**src/rtl/blk_rx_dma_pkg.sv**
```systemverilog
package blk_rx_dma_pkg;

  // register select encoding on the register port
  typedef enum logic {
    SEL_BASE = 1'b0,
    SEL_LEN  = 1'b1
  } reg_sel_e;

endpackage

```
**src/rtl/rxd_regs.sv**
```systemverilog
module rxd_regs
  import blk_rx_dma_pkg::*;
#(
  parameter int ADDR_W = 16,
  parameter int LEN_W  = 10,
  parameter int BUS_W  = 16
) (
  input  logic              clk,
  input  logic              rst_n,
  input  logic              reg_wr,
  input  logic              reg_rd,
  input  logic              reg_sel,
  input  logic [BUS_W-1:0]  reg_wdata,
  input  logic [LEN_W-1:0]  cnt_i,
  output logic [ADDR_W-1:0] base_o,
  output logic              start_o,
  output logic [LEN_W-1:0]  len_o,
  output logic [BUS_W-1:0]  rdata_o
);

  logic [ADDR_W-1:0] base_q, base_d;
  logic [BUS_W-1:0]  rdata_q, rdata_d;
  logic              base_en;

  assign base_en = reg_wr && (reg_sel == SEL_BASE);
  assign start_o = reg_wr && (reg_sel == SEL_LEN);
  assign len_o   = reg_wdata[LEN_W-1:0];

  always_comb begin
    base_d = base_q;
    if (base_en) base_d = reg_wdata[ADDR_W-1:0];
  end

  always_comb begin
    rdata_d = rdata_q;
    if (reg_rd) begin
      if (reg_sel == SEL_LEN) rdata_d = BUS_W'(cnt_i);
      else                    rdata_d = BUS_W'(base_q);
    end
  end

  always_ff @(posedge clk or negedge rst_n) begin
    if (!rst_n) begin
      base_q  <= '0;
      rdata_q <= '0;
    end else begin
      if (base_en) base_q  <= base_d;
      if (reg_rd)  rdata_q <= rdata_d;
    end
  end

  assign base_o  = base_q;
  assign rdata_o = rdata_q;

endmodule

```
**src/rtl/rxd_packer.sv**
```systemverilog
module rxd_packer #(
  parameter int BYTE_W = 8,
  localparam int WORD_W = 2 * BYTE_W
) (
  input  logic              clk,
  input  logic              rst_n,
  input  logic              en,
  input  logic              clr,
  input  logic              rx_valid,
  input  logic [BYTE_W-1:0] rx_byte,
  output logic              word_vld_o,
  output logic [WORD_W-1:0] word_o
);

  logic              half_q, half_d;
  logic [BYTE_W-1:0] lo_q, lo_d;
  logic              take;

  assign take = en && rx_valid;

  always_comb begin
    half_d = half_q;
    lo_d   = lo_q;
    if (clr) begin
      half_d = 1'b0;
    end else if (take) begin
      if (!half_q) begin
        lo_d   = rx_byte;
        half_d = 1'b1;
      end else begin
        half_d = 1'b0;
      end
    end
  end

  always_ff @(posedge clk or negedge rst_n) begin
    if (!rst_n) begin
      half_q <= 1'b0;
      lo_q   <= '0;
    end else begin
      if (clr || take) half_q <= half_d;
      if (take)        lo_q   <= lo_d;
    end
  end

  assign word_vld_o = take && half_q && !clr;
  assign word_o     = {rx_byte, lo_q};

endmodule

```
**src/rtl/rxd_seq.sv**
```systemverilog
module rxd_seq #(
  parameter int ADDR_W = 16,
  parameter int LEN_W  = 10,
  parameter int WORD_W = 16,
  localparam logic [ADDR_W-1:0] PTR_STEP = ADDR_W'(WORD_W / 8)
) (
  input  logic              clk,
  input  logic              rst_n,
  input  logic              start,
  input  logic [LEN_W-1:0]  start_len,
  input  logic [ADDR_W-1:0] base,
  input  logic              word_vld,
  input  logic [WORD_W-1:0] word,
  output logic              active_o,
  output logic [LEN_W-1:0]  cnt_o,
  output logic              mem_we_o,
  output logic [ADDR_W-1:0] mem_addr_o,
  output logic [WORD_W-1:0] mem_wdata_o,
  output logic              done_o
);

  logic              act_q, act_d;
  logic [LEN_W-1:0]  cnt_q, cnt_d;
  logic [ADDR_W-1:0] ptr_q, ptr_d;
  logic              we_q, we_d;
  logic [ADDR_W-1:0] addr_q, addr_d;
  logic [WORD_W-1:0] data_q, data_d;
  logic              done_q, done_d;
  logic              last;
  logic              state_en;

  assign last     = (cnt_q == '0);
  assign state_en = start || word_vld;

  always_comb begin
    act_d  = act_q;
    cnt_d  = cnt_q;
    ptr_d  = ptr_q;
    we_d   = 1'b0;
    done_d = 1'b0;
    addr_d = addr_q;
    data_d = data_q;
    if (start) begin
      act_d = 1'b1;
      cnt_d = start_len;
      ptr_d = base;
    end else if (word_vld) begin
      we_d   = 1'b1;
      addr_d = ptr_q;
      data_d = word;
      ptr_d  = ptr_q + PTR_STEP;
      if (last) begin
        cnt_d  = '1;
        act_d  = 1'b0;
        done_d = 1'b1;
      end else begin
        cnt_d = cnt_q - 1'b1;
      end
    end
  end

  always_ff @(posedge clk or negedge rst_n) begin
    if (!rst_n) begin
      act_q  <= 1'b0;
      cnt_q  <= '0;
      ptr_q  <= '0;
      we_q   <= 1'b0;
      addr_q <= '0;
      data_q <= '0;
      done_q <= 1'b0;
    end else begin
      we_q   <= we_d;
      done_q <= done_d;
      if (state_en) begin
        act_q <= act_d;
        cnt_q <= cnt_d;
        ptr_q <= ptr_d;
      end
      if (word_vld) begin
        addr_q <= addr_d;
        data_q <= data_d;
      end
    end
  end

  assign active_o    = act_q;
  assign cnt_o       = cnt_q;
  assign mem_we_o    = we_q;
  assign mem_addr_o  = addr_q;
  assign mem_wdata_o = data_q;
  assign done_o      = done_q;

endmodule

```
**src/rtl/blk_rx_dma.sv**
```systemverilog
module blk_rx_dma #(
  parameter int ADDR_W = 16,
  parameter int LEN_W  = 10,
  parameter int BUS_W  = 16,
  parameter int BYTE_W = 8,
  localparam int WORD_W = 2 * BYTE_W
) (
  input  logic              clk,
  input  logic              rst_n,
  input  logic              reg_wr,
  input  logic              reg_rd,
  input  logic              reg_sel,
  input  logic [BUS_W-1:0]  reg_wdata,
  output logic [BUS_W-1:0]  reg_rdata,
  input  logic              rx_valid,
  input  logic [BYTE_W-1:0] rx_byte,
  output logic              mem_we,
  output logic [ADDR_W-1:0] mem_addr,
  output logic [WORD_W-1:0] mem_wdata,
  output logic              done
);

  logic [ADDR_W-1:0] base_addr;
  logic              xfer_start;
  logic [LEN_W-1:0]  start_len;
  logic [LEN_W-1:0]  len_cnt;
  logic              xfer_active;
  logic              word_vld;
  logic [WORD_W-1:0] word;
  logic              pack_en;

  assign pack_en = xfer_active && !xfer_start;

  rxd_regs #(.ADDR_W(ADDR_W), .LEN_W(LEN_W), .BUS_W(BUS_W)) u_regs (
    .clk       (clk),
    .rst_n     (rst_n),
    .reg_wr    (reg_wr),
    .reg_rd    (reg_rd),
    .reg_sel   (reg_sel),
    .reg_wdata (reg_wdata),
    .cnt_i     (len_cnt),
    .base_o    (base_addr),
    .start_o   (xfer_start),
    .len_o     (start_len),
    .rdata_o   (reg_rdata)
  );

  rxd_packer #(.BYTE_W(BYTE_W)) u_pack (
    .clk        (clk),
    .rst_n      (rst_n),
    .en         (pack_en),
    .clr        (xfer_start),
    .rx_valid   (rx_valid),
    .rx_byte    (rx_byte),
    .word_vld_o (word_vld),
    .word_o     (word)
  );

  rxd_seq #(.ADDR_W(ADDR_W), .LEN_W(LEN_W), .WORD_W(WORD_W)) u_seq (
    .clk         (clk),
    .rst_n       (rst_n),
    .start       (xfer_start),
    .start_len   (start_len),
    .base        (base_addr),
    .word_vld    (word_vld),
    .word        (word),
    .active_o    (xfer_active),
    .cnt_o       (len_cnt),
    .mem_we_o    (mem_we),
    .mem_addr_o  (mem_addr),
    .mem_wdata_o (mem_wdata),
    .done_o      (done)
  );

endmodule

```
**config.mk**
```make
export PLATFORM = sky130hd
export DESIGN_NAME = blk_rx_dma
export DESIGN_NICKNAME = d
export VERILOG_FILES = /design/src/rtl/blk_rx_dma_pkg.sv /design/src/rtl/rxd_regs.sv /design/src/rtl/rxd_packer.sv /design/src/rtl/rxd_seq.sv /design/src/rtl/blk_rx_dma.sv
export SDC_FILE = /design/constraint.sdc
export NUM_CORES = 1
export LEC_CHECK = 0
export BUFFER_PORTS_ARGS = -buffer_cell sky130_fd_sc_hd__buf_2
export CORE_AREA = 5 5 108 110
export CTS_CLUSTER_DIAMETER = 50
export DETAILED_ROUTE_END_ITERATION = 12
export DIE_AREA = 0 0 113 115
export PLACE_DENSITY = 0.63
export REMOVE_ABC_BUFFERS = 1
export SYNTH_ARGS = -nofsm -noshare
export SYNTH_HDL_FRONTEND = slang
export SYNTH_HIERARCHICAL = 1
export SYNTH_SLANG_ARGS = --single-unit
```
**constraint.sdc**
```tcl
create_clock -name clk -period 2.16 [get_ports clk]
set_clock_uncertainty 0.15 [all_clocks]
set_input_delay 0.324 -clock clk [delete_from_list [all_inputs] [get_ports clk]]
set_output_delay 0.324 -clock clk [all_outputs]
set_load 0.005 [all_outputs]
```
==> Yosys cells after proc, flatten, opt, wreduce, memory -nomap -nowiden <==
Cells that the tools add are included.
{ "op_classes": {"n_addsub": 2, "n_mux": 17, "n_bitwise": 3, "n_reduce_logical": 18} }
{ "op_table": {"columns": ["op", "n"], "rows": [
  ["16-bit two-way mux", 3],
  ["10-bit two-way mux", 3],
  ["16-bit by 2-bit adder with 16-bit output, second input constant", 1],
  ["1-bit two-way mux", 11],
  ["10-bit logical NOT", 1],
  ["10-bit by 1-bit subtractor with 10-bit output, second input constant", 1],
  ["1-bit logical AND", 6],
  ["2-bit AND reduction", 3],
  ["3-bit AND reduction", 2],
  ["2-bit nonzero test", 3],
  ["1-bit NOT", 3],
  ["1-bit logical OR", 2],
  ["1-bit logical NOT", 1]
]} }
{ "word_totals": {"register_bits": 102, "input_bits": 30, "out_inout_bits": 50, "word_cells": 51} }

==> Longest topological paths before layout <==
Gate-level depths: netlist (run 1).
{ "logic_depth": {"ltp_word": 8, "ltp_mapped": 12, "depth_no_buf": 7} }

==> Cells and area by module <==
Netlist (run 1), hierarchy kept.
{ "by_module_without_submodules": {"columns": ["mod", "n_inst", "cells_each", "area_per_inst_um2", "seq_area_each_um2"], "rows": [
  ["rxd_seq", 1, 324, 2927.8, 1526.5],
  ["rxd_regs", 1, 115, 1452.6, 800.8],
  ["rxd_packer", 1, 31, 462.9, 225.2],
  ["blk_rx_dma", 1, 1, 13.8, 0.0]
]} }

==> Worst setup path after synthesis (run 1) <==
OpenSTA, ideal clock, no wires.
{ "synth_path": {"path_type": "input to register", "start": "input reg_sel", "end": "register u_seq.cnt_q[9] (netlist: u_seq/cnt_o[9])", "setup_ps": 130, "arrival_ps": 2150, "required_time_ps": 1880, "path_slack_ps": -270, "cell_stages": 9, "path_buffers": 3, "cell_sequence": "buf_6 -> buf_2 -> and2_1 -> nor2b_4 -> and4b_2 -> buf_4 -> or4b_1 -> o41ai_2 -> a21oi_1"} }
{ "synth_via": {"elab_chain_len": 8, "word_cells_on_any_way": 10, "cone_classes": "mux (1); reduce/logical (9)"} }
{ "synth_lines": {"columns": ["element", "line_no", "source"], "rows": [
  ["start: declaration", "blk_rx_dma.sv:12", "input logic reg_sel,"],
  ["1-bit logical AND *", "rxd_regs.sv:26", "assign start_o = reg_wr && (reg_sel == SEL_LEN);"],
  ["via xfer_start", "blk_rx_dma.sv:24", "logic xfer_start;"],
  ["1-bit logical NOT *", "blk_rx_dma.sv:32", "assign pack_en = xfer_active && !xfer_start;"],
  ["1-bit logical AND *", "blk_rx_dma.sv:32", null],
  ["via pack_en", "blk_rx_dma.sv:30", "logic pack_en;"],
  ["1-bit logical AND *", "rxd_packer.sv:19", "assign take = en && rx_valid;"],
  ["1-bit logical AND * (2 in series)", "rxd_packer.sv:46", "assign word_vld_o = take && half_q && !clr;"],
  ["via word_vld", "blk_rx_dma.sv:28", "logic word_vld;"],
  ["2-bit nonzero test (no line) or 1-bit logical OR (tied branches)", null, null],
  ["2-bit AND reduction (no line) *", null, null],
  ["end signal: assignment", "rxd_seq.sv:76", "cnt_q <= cnt_d;"],
  ["end: declaration", "rxd_seq.sv:23", "logic [LEN_W-1:0] cnt_q, cnt_d;"]
]} }
Mark *: on every way through the listed nets, which the timed path passes. The rest lies on a longest branch.
A chain may end at the register's enable or synchronous reset.

==> Worst setup path after layout (run 1) <==
{ "layout_path": {"start": "register u_seq.act_q (netlist: u_seq/active_o)", "end": "register u_seq.ptr_q[15]"} }
{ "layout_via": {"elab_chain_len": 6, "word_cells_on_any_way": 7, "cone_classes": "reduce/logical (7)"} }
{ "layout_lines": {"columns": ["element", "line_no", "source"], "rows": [
  ["start: declaration", "rxd_seq.sv:22", "logic act_q, act_d;"],
  ["start signal: assignment", "rxd_seq.sv:75", "act_q <= act_d;"],
  ["1-bit logical AND *", "blk_rx_dma.sv:32", null],
  ["via pack_en", "blk_rx_dma.sv:30", null],
  ["1-bit logical AND *", "rxd_packer.sv:19", null],
  ["1-bit logical AND * (2 in series)", "rxd_packer.sv:46", null],
  ["via word_vld", "blk_rx_dma.sv:28", null],
  ["2-bit nonzero test (no line) or 1-bit logical OR (tied branches)", null, null],
  ["2-bit AND reduction (no line) *", null, null],
  ["end signal: assignment", "rxd_seq.sv:77", "ptr_q <= ptr_d;"],
  ["end: declaration", "rxd_seq.sv:24", "logic [ADDR_W-1:0] ptr_q, ptr_d;"]
]} }
Marks and branches as above.

==> results of run 1 <==
synthesized netlist by cell type, types with 6 or more instances:
cell,number
a21oi_1,13
a31oi_1,9
buf_2,6
buf_4,20
clkbuf_1,10
dfrtp_1,102
inv_1,15
mux2_2,7
mux2_4,18
mux2i_1,11
nand2_1,115
nand3b_1,8
nor2_1,27
o21ai_0,19
state kept, by name, summed over array words and instances (netlist names):
name and count:
u_seq/mem_we_o 1, u_seq/ptr_q 16, u_seq/active_o 1, u_regs/base_o 16
u_pack/half_q 1, u_seq/mem_addr_o 16, u_seq/cnt_o 10, u_pack/lo_q 8
u_seq/done_o 1, u_seq/mem_wdata_o 16, u_regs/rdata_o 16
final cells by class:
| cell class | count | area [um2] | area share |
|---|---|---|---|
| tap | 140 | 175 | 0.0311 |
| sequential | 102 | 2550 | 0.453 |
| inverter | 15 | 56.3 | 0.0100 |
| clock buffer | 9 | 124 | 0.0220 |
| timing repair buffer | 107 | 686 | 0.122 |
| clock inverter | 7 | 66.3 | 0.0118 |
| multi-input combinational | 310 | 1970 | 0.350 |
power breakdown:
group | internal [W] | switching [W]
clock | 0.000447 | 0.000725
sequential | 0.00238 | 0.000353
combinational | 0.000646 | 0.000592
through the flow:
step	setup TNS [ns]	cell area, um2	hold slack (ns)	utilization
finish	0	5630	0.0182	0.531
global route	0	5630	0.0288	0.531
CTS	0	5610	0.00739	0.530
detailed placement	-1.56	5360	0.167	0.506
global placement	-0.728	5360	0.172	0.506
floorplan	-50.13	4570	-0.122	-
cell families (layout without fill, tap and decap cells):
| logic type | after synthesis | in the layout | synth area share |
|---|---|---|---|
| AND/OR/NAND/NOR | 200 | 200 | 0.202 |
| XOR/XNOR | 4 | 4 | 0.00721 |
| AO/OA/AOI/OAI | 68 | 68 | 0.0948 |
| buffers and inverters | 59 | 138 | 0.0706 |
| adder cells (fa/ha/maj) | 2 | 2 | 0.00515 |
| flip-flops | 102 | 102 | 0.526 |
| multiplexers | 36 | 36 | 0.0945 |
routing by layer:
layer | up-vias | wire length (um) | global-route usage
li1 | 1742 | - | -
met4 | 0 | 149 | 0.0585
met3 | 12 | 420 | 0.0221
met2 | 70 | 5090 | 0.278
met5 | - | 0 | 0
met1 | 1722 | 5150 | 0.247
worst paths after layout:
kind | from | end | cells past startpoint
setup reg to reg | u_seq/active_o | u_seq/ptr_q[15] | 5
min in group asynchronous | rst_n | u_seq/mem_addr_o[12] | 3
setup / recovery | u_seq/active_o | u_seq/ptr_q[15] | 5
hold / removal | rx_byte[6] | u_seq/mem_wdata_o[14] | 3
max in group asynchronous | rst_n | u_seq/cnt_o[9] | 3
hold reg to reg | u_seq/mem_addr_o[12] | u_seq/mem_addr_o[12] | 2
timing repair:
action / 4_1_cts / 5_1_grt
buffers inserted: 0 / 1
endpoints found under the hold margin: 107 / 0
endpoints found under the setup margin: 0 / 4
resized for setup: 0 / 3
hold buffers: 6 / 0
tightest hold or removal path: cells and delay by family:
| family | cells | cell delay (ns) |
|---|---|---|
| buf+inv | 1 | 0.09 |
| simple gates | 2 | 0.10 |
==> run_results.csv, run 1 <==
group,metric,value,unit
run_status,outcome,"finished, final reports clean",
route,routed_via_density,5.14,
synth,netlist.area_leader.share,0.526,
cells_and_area,stdcell_count,690,
route,wire_per_inst,15.7,um
placement,globalplace.congestion,0.882,
route,drc,0,
clock_network,cts_tree,"built",
clock_network,h-tree-depth,3,
floorplan,io_pins,80,
synth,synth-seq-area-share,0.526,
synth,synthCells,471,
placement,placement.setup.worst_slack,-0.183,ns
clock_network,cts_buffer_depth,2,
sta,tcrit_tclk_final,0.947,
setup_path,timing.setup.critical_path_class,"reg -> reg",
synth,synth-edff-count,0,
floorplan,chipWidth,113,um
setup_path,reg2reg_setup_slack,0.12,ns
floorplan,initial_utilization,0.458,
route,dr.pass1.iters,4,
synth,postSynthAreaPerCell,10.3,um2
synth,synth_seq_cells,102,
power,power.density_cell_area,913,mW/mm2
cells_and_area,num-nets-final,577,
power,irDropWorstVdd,404,uV
global_route,grt_use_total,0.174,
global_route,grt_pass1_vias,3631,
sta,achievable-frequency,0.489,GHz
placement,hpwlAfterDp,7470,um
clock_network,tritoncts_num_sinks,102,
synth,syn-cell-area,0.00486,mm2
clock_network,ctsRootBufferMaster,"clkbuf_8",
setup_path,critical_path.cell_chain,"nor2b_4, and4b_2, nand4_1, or4_1, o211ai_1",
setup_path,end_kind,"register",
synth,async_flop_share,1.00,
setup_path,cp_data_required_time,2.29,ns
synth,yosys_warnings,6,
route,drc_violation_total_after_the_first_tritonroute_iteration,184,
global_route,globalRouteOverflowTotal,0,
sta,worst_slew_pin_slew,0.542,ns
placement,place_inst,667,
sta,unrepaired_setup_endpoints_after_global_routing,"no",
job,maxCapViolations,0,
placement,place.port_buffers,79,
sta,post_route_worst_setup_slack,0.115,ns
global_route,antenna_violations_before_repair,0,
cells_and_area,fillers,976,
synth,yosys_most_used_dff,"dfrtp_1",
clock_network,path_clk_slew,0.11,ns
floorplan,design.die.area,0.0130,mm2
floorplan,floorplan.core_area,0.0106,mm2
setup_path,cp_slowest_cell,"or4_1",
route,route.vias.total,3546,
clock_network,cts-buffers-inserted,9,
setup_path,critical_path.top_delay_family,"simple AND/OR/NAND/NOR gates",
sta,total_count_of_hold_check_failures_in_the_final_report,0,
floorplan,chipHeight,115,um
cells_and_area,diodes_inserted,0,
setup_path,crit_path_max_fanout,7,
cells_and_area,mostFrequentLayoutCell,"nand2_1",
cells_and_area,share_of_layout_cells_above_drive_strength_1,0.291,
synth,synth_largest_area_cell,"dfrtp_1",
setup_path,cp-start-kind,"register",
setup_path,worst_path_largest_cell_delay,0.48,ns
route,postRouteWirelength,10800,um
setup_path,critical_path_buf_inv_count,0,
global_route,grt_pass1_wl,18400,um
synth,synth_area_leaders,"dfrtp_1 (53%), nand2_1 (8.9%), mux2_4 (5.6%)",
route,ant_nets,0,
global_route,grt_max_degree,64,
cells_and_area,layout.cells.most_common_list,"nand2_1 (115), dfrtp_1 (102), buf_2 (78)",
cells_and_area,layout-area-overhead-vs-synth,15.9,%
sta,period_needed,2.04,ns
power,leakagePower,2.69,nW
synth,count_of_unique_library_cells_instantiated_by_yosys,60,
floorplan,core.rowCount,38,
power,report.power.total,0.00514,W
clock_network,clock_latency,0.37,ns
setup_path,worst_path_arrival,2.18,ns
sta,slew-limit-headroom,0.638,
sta,setup_violations,0,
sta,report.final.slew_viol_count,0,
worst_hold_path,min-delay-path-class,"in -> reg",
No activity file was read; power rests on OpenSTA's default activity.
==> run 2: changes to the inputs <==
- BUFFER_PORTS_ARGS: -buffer_cell sky130_fd_sc_hd__buf_2 -> default
- DONT_BUFFER_PORTS: default -> 1
- PLACE_DENSITY: 0.63 -> 0.57
==> run_results.csv, run 2 (synthesis results as in run 1) <==
group,metric,value,unit
floorplan,io_pins,80,
clock_network,ctsRootBufferMaster,"clkbuf_8",
sta,final.setup.tns,0,ns
route,wire_per_inst,17.4,um
global_route,grt_use_total,0.176,
power,p_seq_frac,0.581,
power,irDropWorstVdd,382,uV
sta,holdWs,-0.513,ns
cells_and_area,diodes_inserted,0,
clock_network,path_clk_slew,0.10,ns
placement,hpwlAfterDp,7440,um
setup_path,crit_path_max_fanout,10,
global_route,antenna_violations_before_repair,0,
power,pwr-share-comb,0.168,
route,dr.pass1.iters,4,
run_status,outcome,"finished, violations left",
clock_network,ctsHoldBuffers,27,
sta,worst_slew_pin_slew,1.08,ns
setup_path,timing.setup.critical_path_class,"reg -> reg",
sta,total_count_of_hold_check_failures_in_the_final_report,102,
power,power.density_cell_area,913,mW/mm2
cells_and_area,share_of_layout_cells_above_drive_strength_1,0.156,
cells_and_area,stdcell_count,628,
sta,slew-limit-headroom,0.278,
power,switching_power,0.00151,W
cells_and_area,layout-area-overhead-vs-synth,10.3,%
sta,achievable-frequency,0.504,GHz
route,drc_violation_total_after_the_first_tritonroute_iteration,252,
worst_hold_path,min-delay-path-class,"in -> async",
power,sw_frac,0.308,
global_route,globalRouteOverflowTotal,0,
route,ant_nets,0,
floorplan,core.rowCount,38,
setup_path,cp-start-kind,"register",
cells_and_area,mostFrequentLayoutCell,"nand2_1",
floorplan,floorplan.core_area,0.0106,mm2
clock_network,h-tree-depth,3,
job,maxCapViolations,0,
clock_network,tritoncts_num_sinks,102,
sta,report.final.slew_viol_count,0,
route,routed_via_density,5.37,
setup_path,cp_data_required_time,2.30,ns
floorplan,design.die.area,0.0130,mm2
clock_network,cts-buffers-inserted,9,
placement,place_inst,585,
global_route,grt_pass1_wl,18200,um
power,intPower,0.00338,W
route,postRouteWirelength,10900,um
route,route.vias.total,3375,
sta,post_route_worst_setup_slack,0.176,ns
cells_and_area,fillers,978,
route,drc,0,
sta,tcrit_tclk_final,0.918,
global_route,grt_max_degree,103,
run_status,failed_checks,"negative hold slack",
floorplan,initial_utilization,0.458,
clock_network,clock_latency,0.37,ns
placement,place.port_buffers,0,
clock_network,cts_buffer_depth,2,
cells_and_area,layout.cells.most_common_list,"nand2_1 (115), dfrtp_1 (102), dlygate4sd3_1 (27), nor2_1 (27), o21ai_0 (19)",
setup_path,end_kind,"register",
sta,period_needed,1.98,ns
setup_path,worst_path_arrival,2.13,ns
placement,placement.setup.worst_slack,-0.0532,ns
global_route,grt_pass1_vias,3404,
floorplan,chipWidth,113,um
sta,unrepaired_setup_endpoints_after_global_routing,"no",
placement,globalplace.congestion,0.877,
cells_and_area,num-nets-final,515,
floorplan,chipHeight,115,um
clock_network,cts_tree,"built",
power,clock_power_share,0.251,
power,leakagePower,2.41,nW
sta,setup_violations,0,
## run 2: changes by cell type in the layout (fill, tap and decap cells not counted)
cell,before,now
and4b_2,1,0
and4b_4,0,1
buf_12,5,0
buf_2,78,0
bufinv_16,0,1
clkbuf_8,9,10
clkinv_2,0,3
clkinv_4,2,1
clkinvlp_4,2,1
dlygate4sd3_1,6,27
inv_8,3,0
nor4b_1,0,1
nor4b_2,1,0
## run 2: metrics by stage
stage	utilization	power, W	area, um2
3_5_place_dp	0.460	0.00366	4880
2_1_floorplan	-	0.00337	4570
4_1_cts	0.505	0.00496	5350
6_report	0.505	0.00489	5360
3_3_place_gp	0.460	0.00363	4880
5_1_grt	0.505	0.00523	5360
## run 2: power by group through the flow
stage / registers (W) / logic, W / clock network (W)
floorplan: 0.00274 / 0.000626 / 0
global placement: 0.00289 / 0.000743 / 0
detailed placement: 0.00290 / 0.000765 / 0
CTS: 0.00286 / 0.000827 / 0.00127
global route: 0.00292 / 0.000941 / 0.00136
finish: 0.00284 / 0.000821 / 0.00123
## run 2: worst max-delay path: stages, from the launching register on
cell and delay [ns]:
dfrtp_1 0.36, nor2b_4 0.15, and4b_4 0.33, buf_4 0.19, nand3b_1 0.14, or4_1 0.42
a31oi_1 0.18
## run 2: worst paths after layout
path / startpoint / endpoint / slack (ns) / cells past startpoint
max: u_seq/active_o / u_seq/cnt_o[6] / 0.18 / 6
min: rst_n / u_seq/mem_addr_o[14] / -0.51 / 0
max reg2reg: u_seq/active_o / u_seq/cnt_o[6] / 0.18 / 6
min reg2reg: u_pack/lo_q[4] / u_seq/mem_wdata_o[4] / 0.33 / 2
max in group asynchronous: rst_n / u_seq/ptr_q[12] / 2.19 / 0
min in group clk: reg_sel / u_regs/rdata_o[0] / 0.04 / 2
## run 2: metal layers
layer / vias up / global-route usage / routed length [um]
li1: 1635 / - / -
met1: 1662 / 0.246 / 5010
met2: 72 / 0.274 / 5300
met3: 6 / 0.0353 / 547
met4: 0 / 0.0649 / 78
met5: - / 0 / 0
## run 2: area by class of cell
cell class                 instances  area (um2)  area share
timing repair buffer              45         405      0.0757
clock buffer                      10         138      0.0257
tap                              140         175      0.0327
clock inverter                     6        61.3      0.0114
inverter                          15        56.3      0.0105
multi-input combinational        310        1970       0.367
sequential                       102        2550       0.477
## run 2: timing repair
item / 4_1_cts / 5_1_grt
endpoints found under the setup margin: 0 / 5
endpoints found under the hold margin: 159 / 102
setup buffers: 0 / 0
resized for setup: 0 / 3
==> run 3: changes to the inputs <==
==> constraint.sdc (replaced) <==
create_clock -name clk -period 2.16 [get_ports clk]
set_clock_uncertainty 0.15 [all_clocks]
set_input_delay 0.108 -clock clk [delete_from_list [all_inputs] [get_ports clk]]
set_output_delay 0.108 -clock clk [all_outputs]
set_load 0.005 [all_outputs]
==> run_results.csv, run 3 (synthesis results as in run 1) <==
group,metric,value,unit
setup_path,cp-start-kind,"register",
cells_and_area,postLayoutCoreUtil,0.501,
cells_and_area,diodes_inserted,0,
placement,place.port_buffers,0,
sta,holdWs,-0.720,ns
route,routed_via_density,5.41,
floorplan,chipHeight,115,um
clock_network,ctsHoldBuffers,28,
clock_network,ctsRootBufferMaster,"clkbuf_8",
cells_and_area,layout.cells.most_common_list,"nand2_1 (115), dfrtp_1 (102), dlygate4sd3_1 (27), nor2_1 (27), o21ai_0 (19)",
setup_path,crit_path_start,"u_seq/active_o",
cells_and_area,mostFrequentLayoutCell,"nand2_1",
sta,tcrit_tclk_final,0.987,
global_route,grt_pass1_vias,3450,
setup_path,worst_path_arrival,2.22,ns
route,met2RoutedLength,5650,um
floorplan,io_pins,80,
floorplan,initial_utilization,0.458,
setup_path,worstReg2RegStart,"u_seq/active_o",
setup_path,end_kind,"register",
power,power.density_cell_area,921,mW/mm2
clock_network,cts-buffers-inserted,9,
clock_network,path_clk_slew,0.10,ns
route,postRouteWirelength,11500,um
global_route,antenna_violations_before_repair,0,
sta,setup_violations,0,
floorplan,floorplan.core_area,0.0106,mm2
run_status,failed_checks,"negative hold slack",
cells_and_area,stdcell_count,622,
power,intPower,0.00335,W
sta,report.final.slew_viol_count,0,
route,wire_per_inst,18.5,um
setup_path,crit_path_max_fanout,5,
route,ant_nets,0,
route,dr.pass1.iters,4,
clock_network,cts_tree,"built",
clock_network,h-tree-depth,3,
floorplan,chipWidth,113,um
floorplan,design.die.area,0.0130,mm2
worst_hold_path,min-delay-path-class,"in -> async",
sta,achievable-frequency,0.469,GHz
cells_and_area,layout-area-overhead-vs-synth,9.43,%
power,clock_power_share,0.248,
route,routed-wl-met3,616,um
clock_network,clock_latency,0.36,ns
job,maxCapViolations,0,
power,pwr-share-comb,0.171,
global_route,globalRouteOverflowTotal,0,
sta,total_count_of_hold_check_failures_in_the_final_report,102,
setup_path,worst-r2r-cell-count,5,
run_status,outcome,"finished, violations left",
setup_path,cp_data_required_time,2.25,ns
route,drc_violation_total_after_the_first_tritonroute_iteration,293,
clock_network,cts_buffer_depth,2,
power,switching_power,0.00155,W
route,highest_layer,"met4",
global_route,grt_max_degree,103,
setup_path,timing.rr.end,"u_seq/cnt_o[9]",
power,leakagePower,2.38,nW
route,route.vias.total,3365,
clock_network,tritoncts_num_sinks,102,
cells_and_area,num-nets-final,509,
global_route,grt_use_total,0.178,
setup_path,timing.setup.critical_path_class,"reg -> reg",
sta,unrepaired_setup_endpoints_after_global_routing,"yes",
sta,slew-limit-headroom,0.243,
cells_and_area,fillers,971,
route,wl_met1,5200,um
placement,place_inst,577,
global_route,grt_pass1_wl,18500,um
setup_path,reg2reg_setup_slack,0.03,ns
placement,globalplace.congestion,0.811,
placement,hpwlAfterDp,7370,um
sta,worst_slew_pin_slew,1.14,ns
cells_and_area,share_of_layout_cells_above_drive_strength_1,0.139,
floorplan,core.rowCount,38,
power,sw_frac,0.316,
power,irDropWorstVdd,370,uV
clock_network,post_cts_buffers,0,
power,p_seq_frac,0.582,
route,drc,0,
sta,period_needed,2.13,ns
[run 3: final cells by class]
cell class              count  area [um2]  share of cell area
clock buffers               9         124              0.0233
clock inverters             7        65.1              0.0122
inverters                  15        56.3              0.0106
multi-input cells         311        1970               0.371
flip-flops and latches    102        2550               0.480
well taps                 140         175              0.0330
repair buffers             38         370              0.0697
[run 3: worst max-delay path: stages, from the launching register on]
cell	delay, ns
dfrtp_1	0.36
nor2b_4	0.21
and4b_2	0.35
or4b_1	0.56
o41ai_2	0.32
a21oi_1	0.07
[run 3: repair_timing]
action                                  in CTS  in global routing
resized for setup                            0                  1
endpoints found under the setup margin       0                  5
endpoints found under the hold margin      161                102
[run 3: stage by stage]
| step | hold WS (ns) | worst slack [ns] | setup TNS (ns) | instance area, um2 | power (W) |
|---|---|---|---|---|---|
| final | -0.720 | 0.0286 | 0 | 5320 | 0.00489 |
| after global routing | -0.746 | -0.0310 | -0.0315 | 5320 | 0.00521 |
| after CTS | -0.740 | 0.0172 | 0 | 5300 | 0.00493 |
| after detailed placement | -0.334 | 0.0479 | 0 | 4830 | 0.00366 |
| after global placement | -0.334 | 0.132 | 0 | 4830 | 0.00362 |
| after floorplan | -0.338 | -1.06 | -36.86 | 4570 | 0.00337 |
[run 3: power by group through the flow]
stage	Combinational [W]	Clock [W]	Sequential [W]
6_report	0.000835	0.00121	0.00285
5_1_grt	0.000949	0.00133	0.00293
4_1_cts	0.000837	0.00124	0.00286
3_5_place_dp	0.000764	0	0.00290
3_3_place_gp	0.000734	0	0.00289
2_1_floorplan	0.000626	0	0.00274
[run 3: per-layer routing]
metal / GRT usage / vias up
li1: - / 1615
met1: 0.245 / 1665
met2: 0.293 / 83
met3: 0.0347 / 2
met4: 0.0457 / 0
met5: 0 / -
[run 3: worst max path at each step]
stage	endpoint	cells after the start	slack [ns]
finish	u_seq/cnt_o[9]	5	0.03
global route	u_seq/ptr_q[14]	5	-0.03
CTS	u_seq/cnt_o[9]	5	0.02
detailed placement	u_seq/cnt_o[9]	5	0.05
global placement	u_seq/cnt_o[9]	5	0.13
floorplan	u_seq/mem_addr_o[0]	7	-1.06
